$ cat config.mk
export PLATFORM = sky130hd
export DESIGN_NAME = sflash_rcv_seq
export DESIGN_NICKNAME = d
export VERILOG_FILES = /design/src/rtl/sfr_pkg.sv /design/src/rtl/sfr_step_table.sv /design/src/rtl/sfr_timer.sv /design/src/rtl/sfr_pulse_counter.sv /design/src/rtl/sflash_rcv_seq.sv
export SDC_FILE = /design/constraint.sdc
export NUM_CORES = 1
export LEC_CHECK = 0
export CORE_UTILIZATION = 35
export DETAILED_ROUTE_END_ITERATION = 12
export SLEW_MARGIN = 20
export SYNTH_ARGS = -nofsm -noshare
export SYNTH_HDL_FRONTEND = slang
export SYNTH_SLANG_ARGS = --single-unit
$ cat constraint.sdc
create_clock -name clk -period 4.8 [get_ports clk]
set_input_delay 0.48 -clock clk [delete_from_list [all_inputs] [get_ports clk]]
set_output_delay 0.48 -clock clk [all_outputs]
set_load 0.05 [all_outputs]
$ cat src/rtl/sfr_pkg.sv
package sfr_pkg;

    localparam int STEP_COUNT = 7;
    localparam int STEP_W     = $clog2(STEP_COUNT);
    localparam int PULSE_W    = 6;

    localparam logic MODE_POWER_LOSS = 1'b0;
    localparam logic MODE_RESCUE     = 1'b1;

    typedef enum logic [2:0] {
        PH_IDLE,
        PH_LEAD,
        PH_HIGH,
        PH_LOW,
        PH_GAP,
        PH_FIN
    } phase_e;

    typedef struct packed {
        phase_e            phase;
        logic [STEP_W-1:0] step;
        logic              mode;
        logic              cs_n;
        logic              sclk;
        logic              drv;
        logic              done;
    } ctl_t;

    localparam ctl_t CTL_RESET = '{
        phase: PH_IDLE,
        step:  '0,
        mode:  1'b0,
        cs_n:  1'b1,
        sclk:  1'b0,
        drv:   1'b0,
        done:  1'b0
    };

endpackage

$ cat src/rtl/sfr_step_table.sv
module sfr_step_table
    import sfr_pkg::*;
(
    input  logic [STEP_W-1:0]  step,
    input  logic               mode,
    output logic [PULSE_W-1:0] pulses,
    output logic               last
);

    // Preamble lengths are fixed; the final step length depends on the latched mode.
    always_comb begin
        unique case (step)
            STEP_W'(0): pulses = PULSE_W'(7);
            STEP_W'(1): pulses = PULSE_W'(9);
            STEP_W'(2): pulses = PULSE_W'(13);
            STEP_W'(3): pulses = PULSE_W'(17);
            STEP_W'(4): pulses = PULSE_W'(25);
            STEP_W'(5): pulses = PULSE_W'(33);
            default:    pulses = (mode == MODE_RESCUE) ? PULSE_W'(16) : PULSE_W'(8);
        endcase
    end

    assign last = (step == STEP_W'(STEP_COUNT - 1));

endmodule

$ cat src/rtl/sfr_timer.sv
module sfr_timer #(
    parameter int WIDTH = 4
) (
    input  logic             clk,
    input  logic             rst_n,
    input  logic             load,
    input  logic [WIDTH-1:0] load_val,
    output logic             expired
);

    logic [WIDTH-1:0] cnt_d, cnt_q;

    always_comb begin
        cnt_d = cnt_q;
        if (load) begin
            cnt_d = load_val;
        end else if (cnt_q != '0) begin
            cnt_d = cnt_q - 1'b1;
        end
    end

    always_ff @(posedge clk) begin
        if (!rst_n) cnt_q <= '0;
        else        cnt_q <= cnt_d;
    end

    assign expired = (cnt_q == '0);

    // a phase timer never wraps below zero
    p_timer_no_wrap_r7: assert property (@(posedge clk) disable iff (!rst_n)
        (!load && cnt_q == '0) |=> (cnt_q == '0));

endmodule

$ cat src/rtl/sfr_pulse_counter.sv
module sfr_pulse_counter
    import sfr_pkg::*;
(
    input  logic               clk,
    input  logic               rst_n,
    input  logic               load,
    input  logic [PULSE_W-1:0] load_len,
    input  logic               dec,
    output logic               last_pulse
);

    logic [PULSE_W-1:0] left_d, left_q;

    always_comb begin
        left_d = left_q;
        if (load)     left_d = load_len - 1'b1;
        else if (dec) left_d = left_q - 1'b1;
    end

    always_ff @(posedge clk) begin
        if (!rst_n) left_q <= '0;
        else        left_q <= left_d;
    end

    assign last_pulse = (left_q == '0);

    // a pulse is never consumed when none remain in the burst
    p_no_underflow_r2: assert property (@(posedge clk) disable iff (!rst_n)
        dec |-> (left_q != '0));

endmodule

$ cat src/rtl/sflash_rcv_seq.sv
module sflash_rcv_seq
    import sfr_pkg::*;
#(
    parameter int HALF_PERIOD = 2,
    parameter int GAP_CYCLES  = 8,
    parameter int SYS_CLK_MHZ = 125,
    parameter int MIN_GAP_NS  = 50
) (
    input  logic clk,
    input  logic rst_n,
    input  logic start,
    input  logic mode,
    output logic cs_n,
    output logic sclk,
    output logic dq0_oe,
    output logic dq0,
    output logic dq3_oe,
    output logic dq3,
    output logic busy,
    output logic done
);

    localparam int TMR_MAX = (HALF_PERIOD > GAP_CYCLES) ? HALF_PERIOD : GAP_CYCLES;
    localparam int TMR_W   = (TMR_MAX > 1) ? $clog2(TMR_MAX) : 1;
    localparam logic [TMR_W-1:0] HALF_M1 = TMR_W'(HALF_PERIOD - 1);
    localparam logic [TMR_W-1:0] GAP_M1  = TMR_W'(GAP_CYCLES - 1);
    localparam bit GAP_OK = (GAP_CYCLES * 1000) >= (MIN_GAP_NS * SYS_CLK_MHZ);

    // deselect gap must cover the minimum time at the stated clock frequency
    if (!GAP_OK) begin : g_gap_too_short
        $error("GAP_CYCLES too short for minimum chip-select high time");
    end
    if (HALF_PERIOD < 1) begin : g_half_bad
        $error("HALF_PERIOD must be at least 1");
    end

    ctl_t q, d;

    logic               tmr_load;
    logic [TMR_W-1:0]   tmr_val;
    logic               tmr_exp;
    logic               pls_load;
    logic               pls_dec;
    logic               pls_last;
    logic [PULSE_W-1:0] step_len;
    logic               step_last;

    sfr_step_table u_table (
        .step   (q.step),
        .mode   (q.mode),
        .pulses (step_len),
        .last   (step_last)
    );

    sfr_timer #(.WIDTH(TMR_W)) u_timer (
        .clk      (clk),
        .rst_n    (rst_n),
        .load     (tmr_load),
        .load_val (tmr_val),
        .expired  (tmr_exp)
    );

    sfr_pulse_counter u_pulses (
        .clk        (clk),
        .rst_n      (rst_n),
        .load       (pls_load),
        .load_len   (step_len),
        .dec        (pls_dec),
        .last_pulse (pls_last)
    );

    always_comb begin
        d        = q;
        d.done   = 1'b0;
        tmr_load = 1'b0;
        tmr_val  = HALF_M1;
        pls_load = 1'b0;
        pls_dec  = 1'b0;
        unique case (q.phase)
            PH_IDLE: begin
                if (start) begin
                    d.phase  = PH_LEAD;
                    d.step   = '0;
                    d.mode   = mode;
                    d.cs_n   = 1'b0;
                    d.drv    = 1'b1;
                    tmr_load = 1'b1;
                    pls_load = 1'b1;
                end
            end
            PH_LEAD: begin
                if (tmr_exp) begin
                    d.phase  = PH_HIGH;
                    d.sclk   = 1'b1;
                    tmr_load = 1'b1;
                end
            end
            PH_HIGH: begin
                if (tmr_exp) begin
                    d.phase  = PH_LOW;
                    d.sclk   = 1'b0;
                    tmr_load = 1'b1;
                end
            end
            PH_LOW: begin
                if (tmr_exp) begin
                    if (!pls_last) begin
                        d.phase  = PH_HIGH;
                        d.sclk   = 1'b1;
                        tmr_load = 1'b1;
                        pls_dec  = 1'b1;
                    end else if (step_last) begin
                        d.phase = PH_FIN;
                        d.cs_n  = 1'b1;
                        d.drv   = 1'b0;
                        d.done  = 1'b1;
                        d.step  = '0;
                    end else begin
                        d.phase  = PH_GAP;
                        d.cs_n   = 1'b1;
                        d.step   = q.step + 1'b1;
                        tmr_load = 1'b1;
                        tmr_val  = GAP_M1;
                    end
                end
            end
            PH_GAP: begin
                if (tmr_exp) begin
                    d.phase  = PH_LEAD;
                    d.cs_n   = 1'b0;
                    tmr_load = 1'b1;
                    pls_load = 1'b1;
                end
            end
            PH_FIN: begin
                d.phase = PH_IDLE;
            end
            default: begin
                d = CTL_RESET;
            end
        endcase
    end

    always_ff @(posedge clk) begin
        if (!rst_n) q <= CTL_RESET;
        else        q <= d;
    end

    assign cs_n   = q.cs_n;
    assign sclk   = q.sclk;
    assign dq0_oe = q.drv;
    assign dq0    = q.drv;
    assign dq3_oe = q.drv;
    assign dq3    = q.drv;
    assign busy   = (q.phase != PH_IDLE) && (q.phase != PH_FIN);
    assign done   = q.done;

    // the serial clock only toggles inside a selected frame
    p_sclk_in_frame_r7: assert property (@(posedge clk) disable iff (!rst_n)
        sclk |-> !cs_n);

    // chip select is never released while the clock is high
    p_cs_rise_clk_low_r7: assert property (@(posedge clk) disable iff (!rst_n)
        $rose(cs_n) |-> !sclk);

    // both data lines drive ones for the whole frame
    p_data_ones_r5: assert property (@(posedge clk) disable iff (!rst_n)
        !cs_n |-> (dq0_oe && dq0 && dq3_oe && dq3));

    // data lines are released when the sequence completes
    p_release_at_done_r5: assert property (@(posedge clk) disable iff (!rst_n)
        done |-> (!dq0_oe && !dq3_oe && cs_n && !busy));

    // completion flag lasts one cycle
    p_done_pulse_r9: assert property (@(posedge clk) disable iff (!rst_n)
        done |=> !done);

    // the captured mode stays fixed for the whole run
    p_mode_held_r8: assert property (@(posedge clk) disable iff (!rst_n)
        (busy && $past(busy)) |-> $stable(q.mode));

    // leaving idle requires a start request
    p_idle_needs_start_r10: assert property (@(posedge clk) disable iff (!rst_n)
        (q.phase == PH_IDLE && !start) |=> (q.phase == PH_IDLE));

endmodule

Word-level counts from Yosys, hierarchy flattened
Cells that the tools add are included.
- add/subtract/negate cells: 4
- $mul: 0
- div/mod/pow operators: 0
- $lt $le $gt $ge: 0
- eq/ne operators: 20
- shift-type cells: 0
- multiplexer cells: 42
- bitwise gates (word level): 4
- reductions and logical operators: 21
- operators with widths (cell ; count):
    one-hot mux 6 bit (6 select lines) ; 1
    two-way mux 3 bit ; 11
    AND reduction 5 bit ; 4
    two-way mux 6 bit ; 3
    inequality test 2 bit, second input constant ; 8
    == test 3 bit, second input constant ; 5
    one-hot mux 3 bit (5 select lines) ; 1
    two-way mux 1 bit ; 13
    == test 3 x 2 -> 1 bit, second input constant ; 4
    subtractor 6 x 1 -> 6 bit, second input constant ; 2
    zero test 3 bit ; 3
    one-hot mux 3 bit (3 select lines) ; 1
    OR reduction 3 bit ; 3
    two-way mux 4 bit ; 2
    two-way mux 8 bit ; 1
    one-hot mux 1 bit (4 select lines) ; 2
    AND reduction 4 bit ; 2
    == test 3 x 1 -> 1 bit, second input constant ; 2
    zero test 6 bit ; 1
    one-hot mux 1 bit (3 select lines) ; 2
    nonzero test 3 bit ; 2
    two-way mux 5 bit ; 1
    OR reduction 5 bit ; 1
    two-way mux 2 bit ; 2
    9 further kinds ; 14
- flip-flop bits (word level): 20
- latch bits: 0
- memory bits (writable): 0
- bits in read-only memories: 0
- input bits: 4
- output and inout port bits: 8
- word-level logic and storage cells: 100
- memories: 0

Logic depth before layout (Yosys ltp)
- depth in word-level cells: 6
- mapped depth: 12
- gate-level depth less buffers: 11

Hierarchy
Synthesis repeated with hierarchy kept, for this count alone.
- cell total of the unflattened synthesis: 164
- area, all modules: 1417.6 um^2
- modules (own cells, without submodules) (module ; instances ; cells each ; area each (um^2) ; sequential area each (um^2)):
    sflash_rcv_seq ; 1 ; 86 ; 708.2 ; 220.2
    sfr_pulse_counter ; 1 ; 44 ; 414.1 ; 120.1
    sfr_timer ; 1 ; 22 ; 205.2 ; 60.1
    sfr_step_table ; 1 ; 12 ; 90.1 ; 0.0

Least setup slack after synthesis
OpenSTA, ideal clock, no wires.
- kind: flip-flop to flip-flop
- start point: register u_timer.cnt_q[0]
- end point: register u_pulses.left_q[4]
- setup time: 0.136 ns
- arrival: 2.332 ns
- data required time: 4.664 ns
- path slack: 2.331 ns
- cell stages (with the launch flop): 13
- path buffers: 1
- period minus slack after synthesis: 2.469 ns
- cells stage by stage: dfxtp_1 > inv_1 > ha_1 > and3b_1 > o21ai_0 > clkbuf_1 > nand2_1 > o31a_1 > ha_1 > nand2b_1 > a311oi_1 > a2111oi_0 > a211oi_1
- longest elaborated chain between the ends: 4
- elaborated cells on any way between the ends: 7
- those cells by class: mux: 5; reduce/logical: 2
- ends and longest elaborated chain (element ; line ; RTL):
    start, declared ; sfr_timer.sv:11 ; logic [WIDTH-1:0] cnt_d, cnt_q;
    start signal, assigned ; sfr_timer.sv:24 ; else cnt_q <= cnt_d;
    zero test 3 bit * ; sfr_timer.sv:27 ; assign expired = (cnt_q == '0);
    two-way mux 1 bit (on tied branches) ; sflash_rcv_seq.sv:128, sflash_rcv_seq.sv:106 ;
    one-hot mux 1 bit (2 select lines) / two-way mux 1 bit (equally long branches) ; sflash_rcv_seq.sv:79 ; unique case (q.phase)
    two-way mux 6 bit / nonzero test 2 bit (equally long branches) ; n/a ;
    end signal, assigned ; sfr_pulse_counter.sv:22 ; else left_q <= left_d;
    end, declared ; sfr_pulse_counter.sv:12 ; logic [PULSE_W-1:0] left_d, left_q;
Mark *: on every way between the ends. The rest lies on a longest branch, timed or not.
A chain may end at the register's enable or synchronous reset.

Final worst setup path
- start point: register q[10] (netlist bit)
- end point: output busy
- longest elaborated chain between the ends: 2
- elaborated cells on any way between the ends: 3
- those cells by class: eq/ne: 1; reduce/logical: 2
- ends and longest elaborated chain (element ; line ; RTL):
    start, declared ; sflash_rcv_seq.sv:37 ; ctl_t q, d;
    start signal, assigned ; sflash_rcv_seq.sv:145 ; if (!rst_n) q <= CTL_RESET;
    start signal, assigned ; sflash_rcv_seq.sv:146 ; else q <= d;
    inequality test 3 bit / nonzero test 3 bit (equally long branches) ; sflash_rcv_seq.sv:155 ; assign busy = (q.phase != PH_IDLE) && (q.phase != PH_FIN);
    logical AND 1 bit * ; sflash_rcv_seq.sv:155 ;
    end, declared ; sflash_rcv_seq.sv:19 ; output logic busy,
Marks and branches as above.

==> summary.txt <==
Synth
  • Syn Area/Cell: 7.64 um^2
  • Seq/Total Area, Yosys: 0.298
  • Ys Warns: 0
  • Number of synthesized flops with an enable pin: 0
  • Synthesized cell area: 1350 um^2
  • Netlist cell types: 46
  • #FFs+latches synth: 20
  • Async S/R FF share, synth: 0
  • Synth Instances: 176
  • Post-synth top flop: dfxtp_1
  • Net Count, Synth: 184

Detailed routing
  • Post-route antenna net violation count: 0
  • Routed wire length: 2.93 mm
  • Initial DRC Count: 104
  • First-pass detailed-route iteration total: 4
  • Vias per cell: 5.48
  • Via Count: 1221
  • DRC Markers: 0
  • Avg WL per Cell: 13.1 um

GRT
  • GRT Residual Overflow: 0
  • First-pass GRT wire length: 5.01 mm
  • Initial antenna violation count: 0
  • Number of global-route vias before repair: 1101
  • Largest net degree at the start of global routing: 19
  • Global Route Usage Sum: 0.153

Setup path
  • Crit path arrival time: 2100 ps
  • Worst setup SP type: register
  • Worst setup EP type: primary output
  • CP Class: register to primary output
  • Critical Path RT: 4320 ps
  • Crit Path Max Fanout: 17

Power
  • Leakage power: 0.542 nW
  • PwrDens: 571 nW/um^2
  • Worst VDD drop: 0.154 mV
  • Tot Pwr: 847 uW

Timing
  • Setup TNS: 0 ps
  • Final Hold Fails: 0
  • Max-slew violations: 0
  • Max Clk Rate: 388 MHz
  • Slew Limit Headroom: 0.580
  • RSZ-0062 raised after global routing: false
  • Final setup viols: 0
  • Worst setup margin: 2220 ps
  • Slew @ Worst Pin: 627 ps
  • Tmin final: 2580 ps
  • Clock Skew: 1.01 ps
  • Tcrit/Tclk final: 0.537

Clock network
  • Post-CTS Setup Bufs: 0
  • Root Driver: clkbuf_8
  • Clk buf depth: 2
  • CTS hold repair buffers: 0
  • Clk_lat worst skew: 260 ps
  • Clk sinks: 20
  • Gates resized, CTS repair: 0
  • CTS tree: built
  • # H-tree levels: 1
  • Clock transition at path regs: 70 ps
  • CTS buffer count: 3

Die
  • Die width: 64.0 um
  • Die Area: 4090 um^2
  • Die height: 64.0 um
  • Core Region: 3660 um^2
  • I/O pins: 12
  • Initial Utilization: 0.367
  • Num rows: 22

Placement
  • Dpl hpwl: 2.08 mm
  • Setup WS pre-CTS: 1960 ps
  • Port Buffer Count: 11
  • RD Place Congestion: 0.889

Layout
  • FILL cells: 359
  • Final net count: 185
  • Multi-input gate area: 837 um^2
  • Reg area: 400 um^2
  • P&R area growth vs syn: 10.2%
  • Diode count: 0
  • Share of post-route cells with drive strength above 1: 0.0571

Job
  • Max cap viols: 0

Min path
  • Worst hold path class: register to register

Run status
  • Run status: finished, final reports clean
-- area by class of cell --
| cell class | instances | area share |
|---|---|---|
| clock buffers | 3 | 0.0278 |
| inverters | 7 | 0.0177 |
| multi-input cells | 133 | 0.565 |
| flip-flops and latches | 20 | 0.270 |
| well taps | 48 | 0.0405 |
| repair buffers | 12 | 0.0793 |
-- layout by cell type (no fill, tap or decap), drive strengths merged, types with 2 or more instances in the layout --
master and n:
o21a 2, dfxtp 20, xor2 4, ha 4, clkdlybuf4s50 11, nand2 18
or2 2, a21oi 12, and3b 2, nor3 8, nor2 15, or3 4
xnor2 3, a211oi 3, nand2b 3, clkbuf 3, and2 2, inv 7
a31oi 2, o211ai 3, a2111oi 2, nand4 2, mux2i 3, o21ai 14
nor2b 3, nor4 4, nand3b 3
-- power breakdown --
group / leakage, nW / internal [mW] / total [mW] / switching, mW
clock network: 0.0216 / 0.0559 / 0.112 / 0.0563
logic: 0.357 / 0.181 / 0.475 / 0.294
registers: 0.164 / 0.204 / 0.260 / 0.0553
-- per-layer routing --
| layer | wire (um) | global-route usage | part of all wire |
|---|---|---|---|
| met5 | 0 | 0 | 0 |
| met4 | 44 | 0.0653 | 0.015 |
| met3 | 70 | 0.0161 | 0.024 |
| met1 | 1490 | 0.208 | 0.51 |
| met2 | 1330 | 0.245 | 0.45 |
-- worst paths after layout --
path | cells past startpoint | from | endpoint | slack [ps]
worst max-delay path | 3 | q[10]$_SDFFE_PN0P_ | busy | 2220
worst min-delay path | 2 | u_pulses.left_q[5]$_SDFFE_PN0P_ | u_pulses.left_q[5]$_SDFFE_PN0P_ | 490
worst max register to register | 10 | q[5]$_SDFFE_PN0P_ | u_pulses.left_q[4]$_SDFFE_PN0P_ | 2270
worst min register to register | 2 | u_pulses.left_q[5]$_SDFFE_PN0P_ | u_pulses.left_q[5]$_SDFFE_PN0P_ | 490
-- logic make-up after synthesis --
logic type | count (synthesis) | synth area share
flops | 20 | 0.298
xor+xnor | 7 | 0.0456
simple gates | 72 | 0.288
compound gates | 46 | 0.220
mux | 4 | 0.0307
buf+inv | 23 | 0.0800
fa+ha+maj | 4 | 0.0372
-- state kept, by name (all words and copies together), names as in the netlist --
name / flops
u_timer.cnt_q: 3
cs_n: 1
done: 1
q: 7
sclk: 1
u_pulses.left_q: 6
dq0: 1
-- worst max-delay path: stages, from the launching register on --
cell and delay, ps:
dfxtp_1 620, nor2_1 150, or3_1 360, clkdlybuf4s50_1 700
-- synth_stat cells (3+ instances only) --
| cell type | number | area share |
|---|---|---|
| nor4_1 | 4 | 0.019 |
| ha_1 | 4 | 0.037 |
| o211ai_1 | 3 | 0.017 |
| nand3b_1 | 3 | 0.017 |
| dfxtp_1 | 20 | 0.30 |
| o21ai_0 | 14 | 0.052 |
| nand2_1 | 18 | 0.050 |
| inv_1 | 7 | 0.020 |
| mux2i_1 | 3 | 0.022 |
| buf_4 | 3 | 0.017 |
| or3_1 | 4 | 0.019 |
| xnor2_1 | 3 | 0.020 |
| xor2_1 | 4 | 0.026 |
| a211oi_1 | 3 | 0.017 |
| a21oi_1 | 11 | 0.041 |
| clkbuf_1 | 10 | 0.028 |
| nand2b_1 | 3 | 0.014 |
| nor3_1 | 7 | 0.026 |
| nor2b_1 | 3 | 0.014 |
| nor2_1 | 15 | 0.042 |
-- metrics by stage --
| stage | instances | instance area [um^2] | hold slack (ps) | utilization |
|---|---|---|---|---|
| after global routing | 223 | 1480 | 514 | 0.405 |
| final | 223 | 1480 | 487 | 0.405 |
| after floorplan | 176 | 1350 | 455 | - |
| after detailed placement | 220 | 1440 | 480 | 0.394 |
| after global placement | 220 | 1440 | 480 | 0.394 |
| after CTS | 223 | 1480 | 493 | 0.405 |
Note: power is estimated with default switching activity, not from simulation.
